--- src/rtl/blkdma_pkg.sv ---
package blkdma_pkg;

  localparam int REG_AW = 12;

  localparam logic [REG_AW-1:0] OFS_MODE  = 12'h410;
  localparam logic [REG_AW-1:0] OFS_CTRL  = 12'h414;
  localparam logic [REG_AW-1:0] OFS_CHRST = 12'h418;
  localparam logic [REG_AW-1:0] OFS_ADRLO = 12'h440;
  localparam logic [REG_AW-1:0] OFS_ADRHI = 12'h444;

  typedef enum logic [2:0] {
    ST_IDLE,
    ST_POP,
    ST_REQ,
    ST_WAIT,
    ST_PUSH
  } xferState_t;

  // strobes from the control FSM to the datapath
  typedef struct packed {
    logic load;     // snapshot address, width, step and beat count
    logic capMem;   // capture a memory read response
    logic capFifo;  // capture a popped FIFO word
    logic advance;  // one beat accepted: step address, count down
  } dpStrobe_t;

endpackage

--- src/rtl/blkdma_ctrl.sv ---
module blkdma_ctrl
  import blkdma_pkg::*;
#(
  parameter int ADDR_W = 64
) (
  input  logic              clk,
  input  logic              rstN,
  input  logic [REG_AW-1:0] regAddr,
  input  logic              regWrEn,
  input  logic [31:0]       regWrData,
  output logic [31:0]       regRdData,
  input  logic              memGnt,
  input  logic              memRspValid,
  input  logic              fifoPopValid,
  input  logic              fifoPushReady,
  input  logic              lastBeat,
  input  logic              zeroLen,
  output dpStrobe_t         strobe,
  output logic [1:0]        modeWidth,
  output logic              modeInc,
  output logic [ADDR_W-1:0] baseAddr,
  output logic              memReq,
  output logic              memWe,
  output logic              fifoPop,
  output logic              fifoPushValid,
  output logic              busy,
  output logic              done
);

  localparam int HI_W = ADDR_W - 32;

  logic [1:0] modeDir;
  logic [1:0] chRst;
  logic       xferDir;
  xferState_t state, stateNxt;
  logic       finish;
  logic       abort;

  logic wrMode, wrCtrl, wrChRst, wrAdrLo, wrAdrHi, startReq;

  assign wrMode   = regWrEn && (regAddr == OFS_MODE);
  assign wrCtrl   = regWrEn && (regAddr == OFS_CTRL);
  assign wrChRst  = regWrEn && (regAddr == OFS_CHRST);
  assign wrAdrLo  = regWrEn && (regAddr == OFS_ADRLO);
  assign wrAdrHi  = regWrEn && (regAddr == OFS_ADRHI);
  assign startReq = wrCtrl && regWrData[0];

  // programmed registers
  always_ff @(posedge clk or negedge rstN) begin
    if (!rstN) begin
      modeDir   <= 2'b00;
      modeWidth <= 2'b00;
      modeInc   <= 1'b0;
      chRst     <= 2'b11;
      baseAddr  <= '0;
    end else begin
      if (wrMode) begin
        modeDir   <= regWrData[17:16];
        modeWidth <= regWrData[5:4];
        modeInc   <= regWrData[0];
      end
      if (wrChRst) chRst <= regWrData[9:8];
      if (wrAdrLo) baseAddr[31:0] <= regWrData;
      if (wrAdrHi) baseAddr[ADDR_W-1:32] <= regWrData[HI_W-1:0];
    end
  end

  // read mux
  always_comb begin
    regRdData = '0;
    case (regAddr)
      OFS_MODE:  regRdData = {14'b0, modeDir, 10'b0, modeWidth, 3'b0, modeInc};
      OFS_CTRL:  regRdData = {30'b0, busy, 1'b0};
      OFS_CHRST: regRdData = {22'b0, chRst, 8'b0};
      OFS_ADRLO: regRdData = baseAddr[31:0];
      OFS_ADRHI: regRdData = 32'(baseAddr[ADDR_W-1:32]);
      default:   regRdData = '0;
    endcase
  end

  assign busy  = (state != ST_IDLE);
  assign memWe = xferDir;
  assign abort = busy && !chRst[xferDir];

  // beat sequencer
  always_comb begin
    stateNxt      = state;
    strobe        = '0;
    finish        = 1'b0;
    memReq        = 1'b0;
    fifoPop       = 1'b0;
    fifoPushValid = 1'b0;
    case (state)
      ST_IDLE: begin
        if (startReq && chRst[modeDir[0]]) begin
          strobe.load = 1'b1;
          if (zeroLen) finish = 1'b1;
          else stateNxt = modeDir[0] ? ST_POP : ST_REQ;
        end
      end
      ST_POP: begin
        fifoPop = fifoPopValid;
        if (fifoPopValid) begin
          strobe.capFifo = 1'b1;
          stateNxt = ST_REQ;
        end
      end
      ST_REQ: begin
        memReq = 1'b1;
        if (memGnt) begin
          if (xferDir) begin
            strobe.advance = 1'b1;
            if (lastBeat) finish = 1'b1;
            else stateNxt = ST_POP;
          end else begin
            stateNxt = ST_WAIT;
          end
        end
      end
      ST_WAIT: begin
        if (memRspValid) begin
          strobe.capMem = 1'b1;
          stateNxt = ST_PUSH;
        end
      end
      ST_PUSH: begin
        fifoPushValid = 1'b1;
        if (fifoPushReady) begin
          strobe.advance = 1'b1;
          if (lastBeat) finish = 1'b1;
          else stateNxt = ST_REQ;
        end
      end
      default: stateNxt = ST_IDLE;
    endcase
    if (finish) stateNxt = ST_IDLE;
    if (abort) begin
      stateNxt      = ST_IDLE;
      strobe        = '0;
      finish        = 1'b0;
      memReq        = 1'b0;
      fifoPop       = 1'b0;
      fifoPushValid = 1'b0;
    end
  end

  always_ff @(posedge clk or negedge rstN) begin
    if (!rstN) begin
      state   <= ST_IDLE;
      xferDir <= 1'b0;
      done    <= 1'b0;
    end else begin
      state <= stateNxt;
      done  <= finish;
      if (strobe.load) xferDir <= modeDir[0];
    end
  end

endmodule

--- src/rtl/blkdma_datapath.sv ---
module blkdma_datapath
  import blkdma_pkg::*;
#(
  parameter int ADDR_W     = 64,
  parameter int DATA_W     = 64,
  parameter int BLK_CNT_W  = 16,
  parameter int BLK_SIZE_W = 12
) (
  input  logic                  clk,
  input  logic                  rstN,
  input  dpStrobe_t             strobe,
  input  logic [1:0]            modeWidth,
  input  logic                  modeInc,
  input  logic [ADDR_W-1:0]     baseAddr,
  input  logic [BLK_CNT_W-1:0]  blkCount,
  input  logic [BLK_SIZE_W-1:0] blkSize,
  input  logic [DATA_W-1:0]     memRspData,
  input  logic [DATA_W-1:0]     fifoPopData,
  output logic [ADDR_W-1:0]     curAddr,
  output logic [1:0]            curWidth,
  output logic [DATA_W-1:0]     dataOut,
  output logic                  lastBeat,
  output logic                  zeroLen
);

  localparam int LEN_W = BLK_CNT_W + BLK_SIZE_W;
  localparam int LANES = DATA_W / 8;

  logic [LEN_W-1:0]  lenBytes;
  logic [LEN_W-1:0]  beatTotal;
  logic [LEN_W-1:0]  beatsLeft;
  logic [ADDR_W-1:0] lowMask;
  logic [ADDR_W-1:0] alignedBase;
  logic [3:0]        stepNew;
  logic [3:0]        stepReg;
  logic [DATA_W-1:0] dataHold;
  logic [LANES-1:0]  laneOn;

  assign lenBytes    = LEN_W'(blkCount) * LEN_W'(blkSize);
  assign beatTotal   = lenBytes >> modeWidth;
  assign zeroLen     = (beatTotal == '0);
  assign lowMask     = ADDR_W'((8'd1 << modeWidth) - 8'd1);
  assign alignedBase = baseAddr & ~lowMask;
  assign stepNew     = modeInc ? 4'(4'd1 << modeWidth) : 4'd0;
  assign lastBeat    = (beatsLeft == LEN_W'(1));

  always_ff @(posedge clk or negedge rstN) begin
    if (!rstN) begin
      curAddr   <= '0;
      curWidth  <= 2'b00;
      stepReg   <= 4'd0;
      beatsLeft <= '0;
    end else if (strobe.load) begin
      curAddr   <= alignedBase;
      curWidth  <= modeWidth;
      stepReg   <= stepNew;
      beatsLeft <= beatTotal;
    end else if (strobe.advance) begin
      curAddr   <= curAddr + ADDR_W'(stepReg);
      beatsLeft <= beatsLeft - LEN_W'(1);
    end
  end

  always_ff @(posedge clk or negedge rstN) begin
    if (!rstN) dataHold <= '0;
    else if (strobe.capMem) dataHold <= memRspData;
    else if (strobe.capFifo) dataHold <= fifoPopData;
  end

  // byte lanes beyond the beat width are driven to zero
  for (genvar g = 0; g < LANES; g++) begin : gLane
    assign laneOn[g] = (32'(g) < (32'd1 << curWidth));
    assign dataOut[8*g +: 8] = laneOn[g] ? dataHold[8*g +: 8] : 8'h00;
  end

endmodule

--- src/rtl/blkdma_engine.sv ---
module blkdma_engine
  import blkdma_pkg::*;
#(
  parameter int ADDR_W     = 64,
  parameter int DATA_W     = 64,
  parameter int BLK_CNT_W  = 16,
  parameter int BLK_SIZE_W = 12
) (
  input  logic                  clk,
  input  logic                  rstN,
  input  logic [REG_AW-1:0]     regAddr,
  input  logic                  regWrEn,
  input  logic [31:0]           regWrData,
  output logic [31:0]           regRdData,
  input  logic [BLK_CNT_W-1:0]  blkCount,
  input  logic [BLK_SIZE_W-1:0] blkSize,
  output logic                  memReq,
  output logic                  memWe,
  output logic [ADDR_W-1:0]     memAddr,
  output logic [1:0]            memSize,
  output logic [DATA_W-1:0]     memWrData,
  input  logic                  memGnt,
  input  logic                  memRspValid,
  input  logic [DATA_W-1:0]     memRspData,
  input  logic                  fifoPopValid,
  input  logic [DATA_W-1:0]     fifoPopData,
  output logic                  fifoPop,
  output logic                  fifoPushValid,
  output logic [DATA_W-1:0]     fifoPushData,
  input  logic                  fifoPushReady,
  output logic                  busy,
  output logic                  done
);

  dpStrobe_t         strobe;
  logic [1:0]        modeWidth;
  logic              modeInc;
  logic [ADDR_W-1:0] baseAddr;
  logic              lastBeat;
  logic              zeroLen;
  logic [DATA_W-1:0] dataOut;

  blkdma_ctrl #(.ADDR_W(ADDR_W)) u_ctrl (
    .clk          (clk),
    .rstN         (rstN),
    .regAddr      (regAddr),
    .regWrEn      (regWrEn),
    .regWrData    (regWrData),
    .regRdData    (regRdData),
    .memGnt       (memGnt),
    .memRspValid  (memRspValid),
    .fifoPopValid (fifoPopValid),
    .fifoPushReady(fifoPushReady),
    .lastBeat     (lastBeat),
    .zeroLen      (zeroLen),
    .strobe       (strobe),
    .modeWidth    (modeWidth),
    .modeInc      (modeInc),
    .baseAddr     (baseAddr),
    .memReq       (memReq),
    .memWe        (memWe),
    .fifoPop      (fifoPop),
    .fifoPushValid(fifoPushValid),
    .busy         (busy),
    .done         (done)
  );

  blkdma_datapath #(
    .ADDR_W    (ADDR_W),
    .DATA_W    (DATA_W),
    .BLK_CNT_W (BLK_CNT_W),
    .BLK_SIZE_W(BLK_SIZE_W)
  ) u_dp (
    .clk        (clk),
    .rstN       (rstN),
    .strobe     (strobe),
    .modeWidth  (modeWidth),
    .modeInc    (modeInc),
    .baseAddr   (baseAddr),
    .blkCount   (blkCount),
    .blkSize    (blkSize),
    .memRspData (memRspData),
    .fifoPopData(fifoPopData),
    .curAddr    (memAddr),
    .curWidth   (memSize),
    .dataOut    (dataOut),
    .lastBeat   (lastBeat),
    .zeroLen    (zeroLen)
  );

  assign memWrData    = dataOut;
  assign fifoPushData = dataOut;

endmodule

--- config.mk ---
export PLATFORM = sky130hd
export DESIGN_NAME = blkdma_engine
export DESIGN_NICKNAME = d
export VERILOG_FILES = /design/src/rtl/blkdma_pkg.sv /design/src/rtl/blkdma_ctrl.sv /design/src/rtl/blkdma_datapath.sv /design/src/rtl/blkdma_engine.sv
export SDC_FILE = /design/constraint.sdc
export NUM_CORES = 1
export LEC_CHECK = 0
export CAP_MARGIN = 30
export CORE_MARGIN = 3
export CORE_UTILIZATION = 60
export CTS_CLUSTER_DIAMETER = 100
export DETAILED_ROUTE_END_ITERATION = 8
export DONT_BUFFER_PORTS = 1
export PLACE_DENSITY = 0.76
export SYNTH_ARGS = -nofsm -noshare
export SYNTH_HDL_FRONTEND = slang
export SYNTH_HIERARCHICAL = 1
export SYNTH_SLANG_ARGS = --single-unit
--- constraint.sdc ---
create_clock -name clk -period 9.3 [get_ports clk]
set_input_delay 1.86 -clock clk [delete_from_list [all_inputs] [get_ports clk]]
set_output_delay 1.86 -clock clk [all_outputs]
set_load 0.005 [all_outputs]
# Yosys cells after proc, flatten, opt, wreduce, memory -nomap -nowiden
# Cells that the tools add are included.
[word_totals]
reg_bits = 238
input_bits = 207
output_inout_bits = 232
wordCells = 125
[op_classes]
addsub = 3
multipliers = 1
order_cmp = 10
eq_ne = 18
shifts = 4
n_mux = 58
bitwise_logic = 2
n_reduce_logical = 15
[op_table]
columns = ["op", "n"]
rows = [
  ["$mux 64", 4],
  ["$pmux 32 s5", 1],
  ["$lt 3x32->1 const A", 4],
  ["$add 64x4->64", 1],
  ["$and 64x64->64", 1],
  ["$lt 1x32->1 const A", 2],
  ["$lt 2x32->1 const A", 2],
  ["$mux 8", 8],
  ["$not 64->64", 1],
  ["$shl 1x2->64 const A", 1],
  ["$sub 64x1->64 const B", 1],
  ["$eq 12x11->1 const B", 5],
  ["$mux 28", 2],
  ["$mux 3", 11],
  ["$shl 1x2->32 const A", 1],
  ["$eq 28x1->1 const B", 1],
  ["$logic_not 28->1", 1],
  ["$mul 16x12->28", 1],
  ["$shr 28x2->28", 1],
  ["$sub 28x1->28 const B", 1],
  ["$mux 1", 26],
  ["$ne 4x2->1 const B", 5],
  ["$pmux 3 s5", 1],
  ["$logic_and 1x1->1", 8],
  ["other kinds (17)", 21],
]

# Logic depth before layout (Yosys ltp)
# Gate-level depths: netlist of run 1.
[logic_depth]
depth_word = 9
mapped_depth = 26
mapped_depth_nobuf = 24

# Cells and area by module
# The synthesis of run 1 kept the hierarchy.
[modules_own_cells]
columns = ["module", "instances", "cells_per_inst", "area_each_um2", "seq_area_each_um2"]
rows = [
  ["blkdma_datapath", 1, 1901, 16123.0, 4053.9],
  ["blkdma_ctrl", 1, 267, 3663.5, 1904.3],
  ["blkdma_engine", 1, 64, 480.5, 0.0],
]

# Worst setup path after synthesis of run 1
# Ideal clock, no wire load.
[synth_path]
kind = "in2reg"
startpoint = "input blkCount[13]"
endpoint = "register u_ctrl.state[0]"
setup_ns = 0.120
arrival_time_ns = 8.154
t_required_ns = 9.180
slack_ns = 1.026
path_stages = 26
n_path_buf = 2
cell_sequence = "clkbuf_1 nand2_1 fa_1 inv_1 fa_1 inv_1 fa_1 inv_1 fa_1 inv_1 fa_1 inv_1 ha_1 clkbuf_1 nand2_1 o21a_1 o22ai_1 or3_1 a21oi_2 xnor2_1 mux4_2 or4_4 nor4_2 o41a_1 nor4_1 a41o_1"
[synth_between]
elab_chain_len = 8
word_cells_on_any_way = 17
classes_between = "1 x mul; 8 x eq/ne; 1 x shift; 5 x mux; 2 x reduce/logical"
[synth_lines]
columns = ["element", "line", "text"]
rows = [
  ["start: declaration", "blkdma_engine.sv:15", "input logic [BLK_CNT_W-1:0] blkCount,"],
  ["$mul 16x12->28 *", "blkdma_datapath.sv:39", "assign lenBytes = LEN_W'(blkCount) * LEN_W'(blkSize);"],
  ["$shr 28x2->28 *", "blkdma_datapath.sv:40", "assign beatTotal = lenBytes >> modeWidth;"],
  ["$logic_not 28->1 *", "blkdma_datapath.sv:41", "assign zeroLen = (beatTotal == '0);"],
  ["named net zeroLen", "blkdma_engine.sv:40", "logic zeroLen;"],
  ["$mux 1", "blkdma_ctrl.sv:97", "if (zeroLen) finish = 1'b1;"],
  ["$mux 1", "blkdma_ctrl.sv:95", "if (startReq && chRst[modeDir[0]]) begin"],
  ["$pmux 1 s3", "blkdma_ctrl.sv:93", "case (state)"],
  ["$ne 5x5->1 (no source line), or another cell as far along", "--", ""],
  ["$reduce_and 8->1 (no source line) / $mux 3 (equally long branches)", "--", ""],
  ["end signal: assignment", "blkdma_ctrl.sv:153", "state <= stateNxt;"],
  ["end: declaration", "blkdma_ctrl.sv:35", "xferState_t state, stateNxt;"],
]
# The timed path passes the listed nets; every way through them passes the cells marked *.
# A chain may end at the register's enable or synchronous reset.

# Final worst setup path of run 1
[layout_path]
startpoint = "input blkCount[3]"
endpoint = "register u_ctrl.state[0]"
# Same word-level chain as after synthesis.

==> qor.yml, run 1 <==
cells_and_area:
  seqCellArea_um2: 5960
  drive_gt1_share_pct: 9.04
  n_antenna_cell: 0
  syn2layout_area_growth_pct: 2.49
  num-fill-cells: 2682
  fin_nets: 2505
  multi_input_area_um2: 12500
  fin_cells: 2544
  utilization_pct: 63.0
worst_setup_path:
  arrival_ns: 8.72
  cp-start-kind: "input pin"
  critPathMaxStageDelay_ns: 0.65
  critPathCaptureType: "flip-flop"
  cp.required_ns: 9.71
  cpMostUsedCell: "fa_1"
  critPathKind: "in -> reg"
  cp_top_family: "adder cells"
  crit_chain: "and2_1, fa_1, inv_1, fa_1, inv_1, fa_1, fa_1, inv_1, fa_1, inv_1, ha_1, a21oi_1, o21ai_0, a32oi_1, a31oi_1, xor2_1, mux2_2, o211ai_1, or4bb_2, nor4_2, o41a_1, nor4_1, a41o_1"
  cp.buffers_inverters: 4
  critPathMaxFanout: 12
  cp_slowest_cell: "or4bb_2"
power_and_ir_drop:
  power_leakage_uw: 0.00970
  p_per_area_nw_per_um2: 271
  p_int_uw: 2960
  combPwrFrac_pct: 63.2
  power_frac_clock_pct: 17.9
  switching_share_pct: 47.5
  power.share.sequential_pct: 18.9
  ir_drop_mv: 0.249
  power.switching_uw: 2670
logic_synthesis:
  yosysSeqAreaShare_pct: 29.4
  synth_seq_cells: 238
  synth_area_leaders: "dfrtp_1, fa_1, nand2_1"
  synth_top_family_by_area: "adder cells"
  yosysTopAreaCell: "dfrtp_1"
  syn_nets: 2653
  synth-simple-area-share_pct: 17.8
  synth-xor-area-share_pct: 4.11
  synth_top_area_share_pct: 29.1
  synthTopCellsByCount: "nand2_1, dfrtp_1, inv_1, o21ai_0, fa_1"
  syn_area_per_cell_um2: 9.08
  yosys.area_share.adder_pct: 18.4
  synth_compound_area_share_pct: 11.8
  synth_most_common_cell: "nand2_1"
  async_reset_ff_share_pct: 100
  synthFlopType: "dfrtp_1"
  ys_warn_count: 6
  synth_cell_types: 96
  syn_inst: 2232
  synth_edf_count: 0
  synthMuxAreaShare_pct: 9.16
  syn-cell-area_um2: 20300
sta:
  finalCritPeriodShare_pct: 89.3
  worst_pin_slew_ns: 1.03
  drv_slew: 0
  rsz0062_at_grt: "no"
  clock-skew-final_ns: 0.0234
  min_period_ns: 8.31
  setup_violations: 0
  slew_headroom_pct: 31.5
  fin_setup_tns_ns: 0
  fmax_ghz: 0.120
  hold_viol: 0
route:
  drc: 0
  vias: 15948
  drt-total-wl_um: 58100
  drt-initial-drc-count: 1391
  via_per_inst: 6.27
  ant_nets: 0
  wl_per_cell_um: 22.8
  first_pass_iters: 6
global_routing:
  grt_max_degree: 239
  grt_use_total_pct: 31.8
  grt-ovfl-total: 0
  grt_pass1_vias: 16133
  grt_antenna_before_repair: 1
  grt_pass1_wl_um: 91600
clock_tree:
  cts_tree: "yes"
  cts_root_buffer: "clkbuf_16"
  clkTransAtPathRegs_ns: 0.06
  holdBufCountCts: 0
  cts_buffers: 25
  cts-htree-levels: 1
  worstSkewPairLatency_ns: 0.54
  clkSinkCount: 238
  clockBufferDepth: 3
  postCtsSetupRepairBufs: 0
  post_cts_resized: 0
job:
  drv_cap: 0
placement:
  place_inst: 2498
  hpwl_um: 44200
  io_buffers: 0
  gp_congestion: 0.930
floorplan:
  die_area_um2: 36000
  fp.dieW_um: 190
  core-area_um2: 32900
  io_pins: 439
  fp.dieH_um: 190
  start_util_pct: 61.5
  rows: 66
status:
  outcome: "finished, final reports clean"
hold_path:
  min_path_type: "reg -> reg"
final timing paths:
kind                                                  to  cells after the start  slack, ns                             from
setup / recovery             u_ctrl/state[0]$_DFFE_PN0P_                     23       0.99                      blkCount[3]
hold / removal               u_dp/stepReg[0]$_DFFE_PN0P_                      1       0.50      u_dp/stepReg[0]$_DFFE_PN0P_
setup reg to reg             u_ctrl/state[0]$_DFFE_PN0P_                     14       5.05  u_ctrl/modeWidth[1]$_DFFE_PN0P_
hold reg to reg              u_dp/stepReg[0]$_DFFE_PN0P_                      1       0.50      u_dp/stepReg[0]$_DFFE_PN0P_
max in group asynchronous  u_dp/dataHold[34]$_DFFE_PN0P_                      0       7.70                             rstN
min in group asynchronous   u_dp/curAddr[44]$_DFFE_PN0P_                      0       1.01                             rstN
layer usage:
| layer | GRT usage, % | vias up | routed length, µm |
|---|---|---|---|
| li1 | - | 7101 | - |
| met1 | 42.2 | 7918 | 23100 |
| met2 | 52.0 | 807 | 27200 |
| met3 | 7.67 | 120 | 5720 |
| met4 | 9.78 | 2 | 2100 |
| met5 | 0 | - | 13 |
power groups by stage:
| stage | logic [µW] | clock network (µW) | registers [µW] |
|---|---|---|---|
| after floorplan | 2750 | 0 | 1080 |
| after global placement | 3450 | 0 | 1080 |
| after detailed placement | 3470 | 0 | 1080 |
| after CTS | 3500 | 1020 | 1060 |
| after global routing | 3990 | 1070 | 1060 |
| final | 3560 | 1010 | 1060 |
cells in the final DEF (no fill, tap or decap), types with 64 or more instances in the layout:
cell type	n
nand2_1	341
dfrtp_1	236
inv_1	212
o21ai_0	150
fa_1	141
nor2_1	101
and2_1	82
mux2i_1	73
ha_1	73
a21oi_1	64
metrics by stage:
| step | worst slack (ns) | hold slack (ns) | power (µW) | instance area (µm²) |
|---|---|---|---|---|
| floorplan | 1.03 | 0.459 | 3830 | 20300 |
| global placement | 0.737 | 0.474 | 4530 | 19900 |
| detailed placement | 0.545 | 0.481 | 4550 | 19900 |
| CTS | 1.09 | 0.498 | 5580 | 20700 |
| global route | 0.699 | 0.526 | 6120 | 20800 |
| finish | 0.991 | 0.497 | 5630 | 20800 |
area by class of cell:
class	instances	share of cell area [%]
clock inverters	6	0.337
inverters	215	3.89
well taps	442	2.66
flip-flops and latches	238	28.7
multi-input cells	1586	60.0
repair buffers	18	0.747
clock buffers	39	3.70
flip-flops by register name, summed over array words and instances (netlist names), 2 cells and up:
register          flops
u_ctrl/baseAddr      64
u_ctrl/chRst          2
u_ctrl/modeDir        2
u_ctrl/modeWidth      2
u_ctrl/state          3
u_dp/beatsLeft       28
u_dp/curAddr         64
u_dp/curWidth         2
u_dp/dataHold        64
u_dp/stepReg          4
cell families after synthesis:
kind of cell	count (synthesis)
AOI/OAI and AO/OA	372
buffers and inverters	408
and+or+nand+nor	743
DFF	238
adders and majority gates	214
muxes	162
xor gates and xnor gates	95
No activity file was read; power rests on OpenSTA's default activity.
==> inputs of run 2 (changes only) <==
--- a/config.mk
+++ b/config.mk
@@ -14,5 +14,4 @@
 export PLACE_DENSITY = 0.76
 export SYNTH_ARGS = -nofsm -noshare
 export SYNTH_HDL_FRONTEND = slang
-export SYNTH_HIERARCHICAL = 1
 export SYNTH_SLANG_ARGS = --single-unit
==> run 2 against run 1 <==
Design area grew 4.4%. Maximum frequency grew 13%. Area after synthesis grew 3.6%.
==> qor.yml, run 2 <==
worst_setup_path:
  cpMostUsedCell: "fa_1"
  cp-start-kind: "input pin"
  crit_chain: "and2_1, fa_1, inv_1, fa_1, inv_1, fa_1, fa_1, inv_1, fa_1, inv_1, ha_1, a21oi_1, o21ai_1, a221oi_2, and2_1, o31ai_1, xor2_1, a211oi_1, o21a_1, nand4_1, a22o_1"
  critPathMaxFanout: 13  # +1
  cp_slowest_cell: "fa_1"
  r2r_cells: 10  # -4
  cp.buffers_inverters: 4  # unchanged
  endpoint: "u_ctrl.state[1]$_DFFE_PN0P_"
  critPathCaptureType: "flip-flop"
  cp.required_ns: 9.73  # +0.02 ns
  cp.depth: 21  # -8.7%
  arrival_ns: 7.81  # -0.91 ns
  cp_top_family: "adder cells"
  critPathMaxStageDelay_ns: 0.55  # -0.10 ns
  r2r-end: "u_dp.curAddr[45]$_DFFE_PN0P_"
  reg2reg_slack_ns: 5.22  # +0.17 ns
  cp-startpoint: "blkCount[3]"
  rr_startpoint: "u_dp.curAddr[1]$_DFFE_PN0P_"
  critPathKind: "in -> reg"
logic_synthesis:
  synth_most_common_cell: "nand2_1"
  synth_edf_count: 0  # unchanged
  syn_inst: 2466  # +10%
  synth_top_area_share_pct: 28.1  # -1.0 points
  yosysSeqAreaShare_pct: 28.4  # -1.0 points
  syn-cell-area_um2: 21000  # +3.6%
  synth_cell_types: 93  # -3.1%
  syn_nets: 2886  # +8.8%
  async_reset_ff_share_pct: 100  # unchanged
  synth_area_leaders: "dfrtp_1, fa_1, nand2_1"
  synth_seq_cells: 238  # unchanged
  yosysTopAreaCell: "dfrtp_1"
  syn_area_per_cell_um2: 8.52  # -6.2%
  synthFlopType: "dfrtp_1"
  ys_warn_count: 0  # -6
  synthTopCellsByCount: "nand2_1, dfrtp_1, inv_1, a21oi_1, o21ai_0"
floorplan:
  start_util_pct: 61.7  # +0.19 points
  rows: 67  # +1.5%
  io_pins: 439  # unchanged
  fp.dieH_um: 193  # +1.7%
  die_area_um2: 37300  # +3.5%
  core-area_um2: 34000  # +3.3%
  fp.dieW_um: 193  # +1.7%
sta:
  slew_headroom_pct: 28.3  # -3.2 points
  rsz0062_at_grt: "no"
  worst_pin_slew_ns: 1.06  # +0.0367 ns
  fmax_ghz: 0.135  # +13%
  finalCritPeriodShare_pct: 79.4  # -10 points
  fin_setup_tns_ns: 0  # unchanged
  min_period_ns: 7.38  # -0.928 ns
  setup_violations: 0  # unchanged
  drv_slew: 0  # unchanged
  hold-worst-slack_ns: 0.474  # -0.0231 ns
  clock-skew-final_ns: 0.0314  # +0.00796 ns
  hold_viol: 0  # unchanged
clock_tree:
  cts_root_buffer: "clkbuf_16"
  clockBufferDepth: 3  # unchanged
  worstSkewPairLatency_ns: 0.56  # +0.02 ns
  postCtsSetupRepairBufs: 0  # unchanged
  clkSinkCount: 238  # unchanged
  cts_tree: "yes"
  clkTransAtPathRegs_ns: 0.06  # about the same
  cts-htree-levels: 1  # unchanged
  holdBufCountCts: 0  # unchanged
  post_cts_resized: 0  # unchanged
  cts_buffers: 27  # +8.0%
cells_and_area:
  num-fill-cells: 2936  # +9.5%
  largestRegisters: "u_ctrl.baseAddr x64, u_dp.curAddr x64, u_dp.dataHold x64"
  layout_commonest_cell: "nand2_1"
  syn2layout_area_growth_pct: 3.22
  fin_nets: 2701  # +7.8%
  drive_gt1_share_pct: 7.82  # -1.2 points
  stdcell_area_um2: 21700  # +4.4%
  final_cell_mix: "nand2_1, dfrtp_1, inv_1, a21oi_1, o21ai_0"
route:
  via_per_inst: 6.40  # +2.1%
  ant_nets: 0  # unchanged
  first_pass_iters: 6  # unchanged
  drt-initial-drc-count: 1422  # +2.2%
  drt-total-wl_um: 63000  # +8.5%
  drc: 0  # unchanged
  wl_per_cell_um: 22.9  # +0.30%
  vias: 17602  # +10%
placement:
  dpl_cell_area_um2: 20600  # +3.5%
  hpwl_um: 47600  # +7.7%
  io_buffers: 0  # unchanged
  gp_congestion: 0.928  # -0.30%
power_and_ir_drop:
  power_leakage_uw: 0.00999  # +3.0%
  p_per_area_nw_per_um2: 293  # +8.2%
  ir_drop_mv: 0.250  # +0.55%
global_routing:
  grt_antenna_before_repair: 3  # +2
  grt_use_total_pct: 32.9  # +1.1 points
  grt_pass1_wl_um: 96700  # +5.6%
  grt-ovfl-total: 0  # unchanged
  grt_max_degree: 239  # unchanged
  grt_pass1_vias: 17270  # +7.0%
hold_path:
  hold_start: "u_dp.stepReg[0]$_DFFE_PN0P_"
  min_path_type: "reg -> reg"
status:
  outcome: "finished, final reports clean"
job:
  drv_cap: 0  # unchanged
-- run 2: report_power, final --
part	internal [µW]	total [µW]	switching (µW)
clock	791	1250	454
sequential	1040	1060	14.1
combinational	1560	4050	2490
total	3400	6360	2960
-- run 2: worst register-to-register path, stage by stage (launching register included) --
cell     delay, ns
dfrtp_1       0.49
ha_1          0.33
a21o_1        0.11
a21oi_1       0.08
o21ai_0       0.83
nand4_1       0.50
nor4_2        0.69
and2b_1       0.37
nand2_1       0.15
o32ai_1       0.27
a22oi_1       0.13
-- run 2: area by class of cell --
class	instances	area (µm²)	area share, %
multi-input cells	1785	13100	60.6
flip-flops and latches	238	5960	27.5
inverters	213	800	3.69
clock buffers	36	749	3.46
well taps	448	561	2.59
clock inverters	14	290	1.34
repair buffers	16	173	0.797
diodes	1	2.50	0.0115
-- run 2: how the worst min path moves through the flow --
stage	depth (start not counted)	end	slack (ns)
after floorplan	2	u_dp.beatsLeft[19]$_DFFE_PN0P_	0.44
after global placement	2	u_dp.stepReg[0]$_DFFE_PN0P_	0.46
after detailed placement	2	u_dp.stepReg[0]$_DFFE_PN0P_	0.46
after CTS	2	u_dp.stepReg[0]$_DFFE_PN0P_	0.47
after global routing	2	u_dp.stepReg[0]$_DFFE_PN0P_	0.50
final	2	u_dp.stepReg[0]$_DFFE_PN0P_	0.47
-- run 2: layer usage --
layer | vias up | routed length, µm | track usage, %
met2 | 939 | 28900 | 51.5
met3 | 132 | 8290 | 14.0
met5 | - | 0 | 0
met1 | 8568 | 23900 | 41.6
met4 | 0 | 1960 | 10.1
li1 | 7963 | - | -
-- run 2: metrics by stage --
stage / std cells / utilization (%) / setup slack [ns] / total power, µW
2_1_floorplan: 2466 / - / 1.91 / 4260
3_3_place_gp: 2697 / 60.4 / 1.49 / 5030
3_5_place_dp: 2699 / 60.5 / 1.37 / 5060
4_1_cts: 2749 / 63.6 / 1.93 / 6320
5_1_grt: 2750 / 63.7 / 1.56 / 6890
6_report: 2751 / 63.7 / 1.92 / 6360
-- run 2: logic make-up after synthesis --
family	after synthesis	synth area share [%]
buf+inv	443	9.24
xor+xnor	13	0.542
flops	238	28.4
compound gates	538	15.3
mux	186	9.32
simple gates	835	19.5
fa+ha+maj	213	17.7
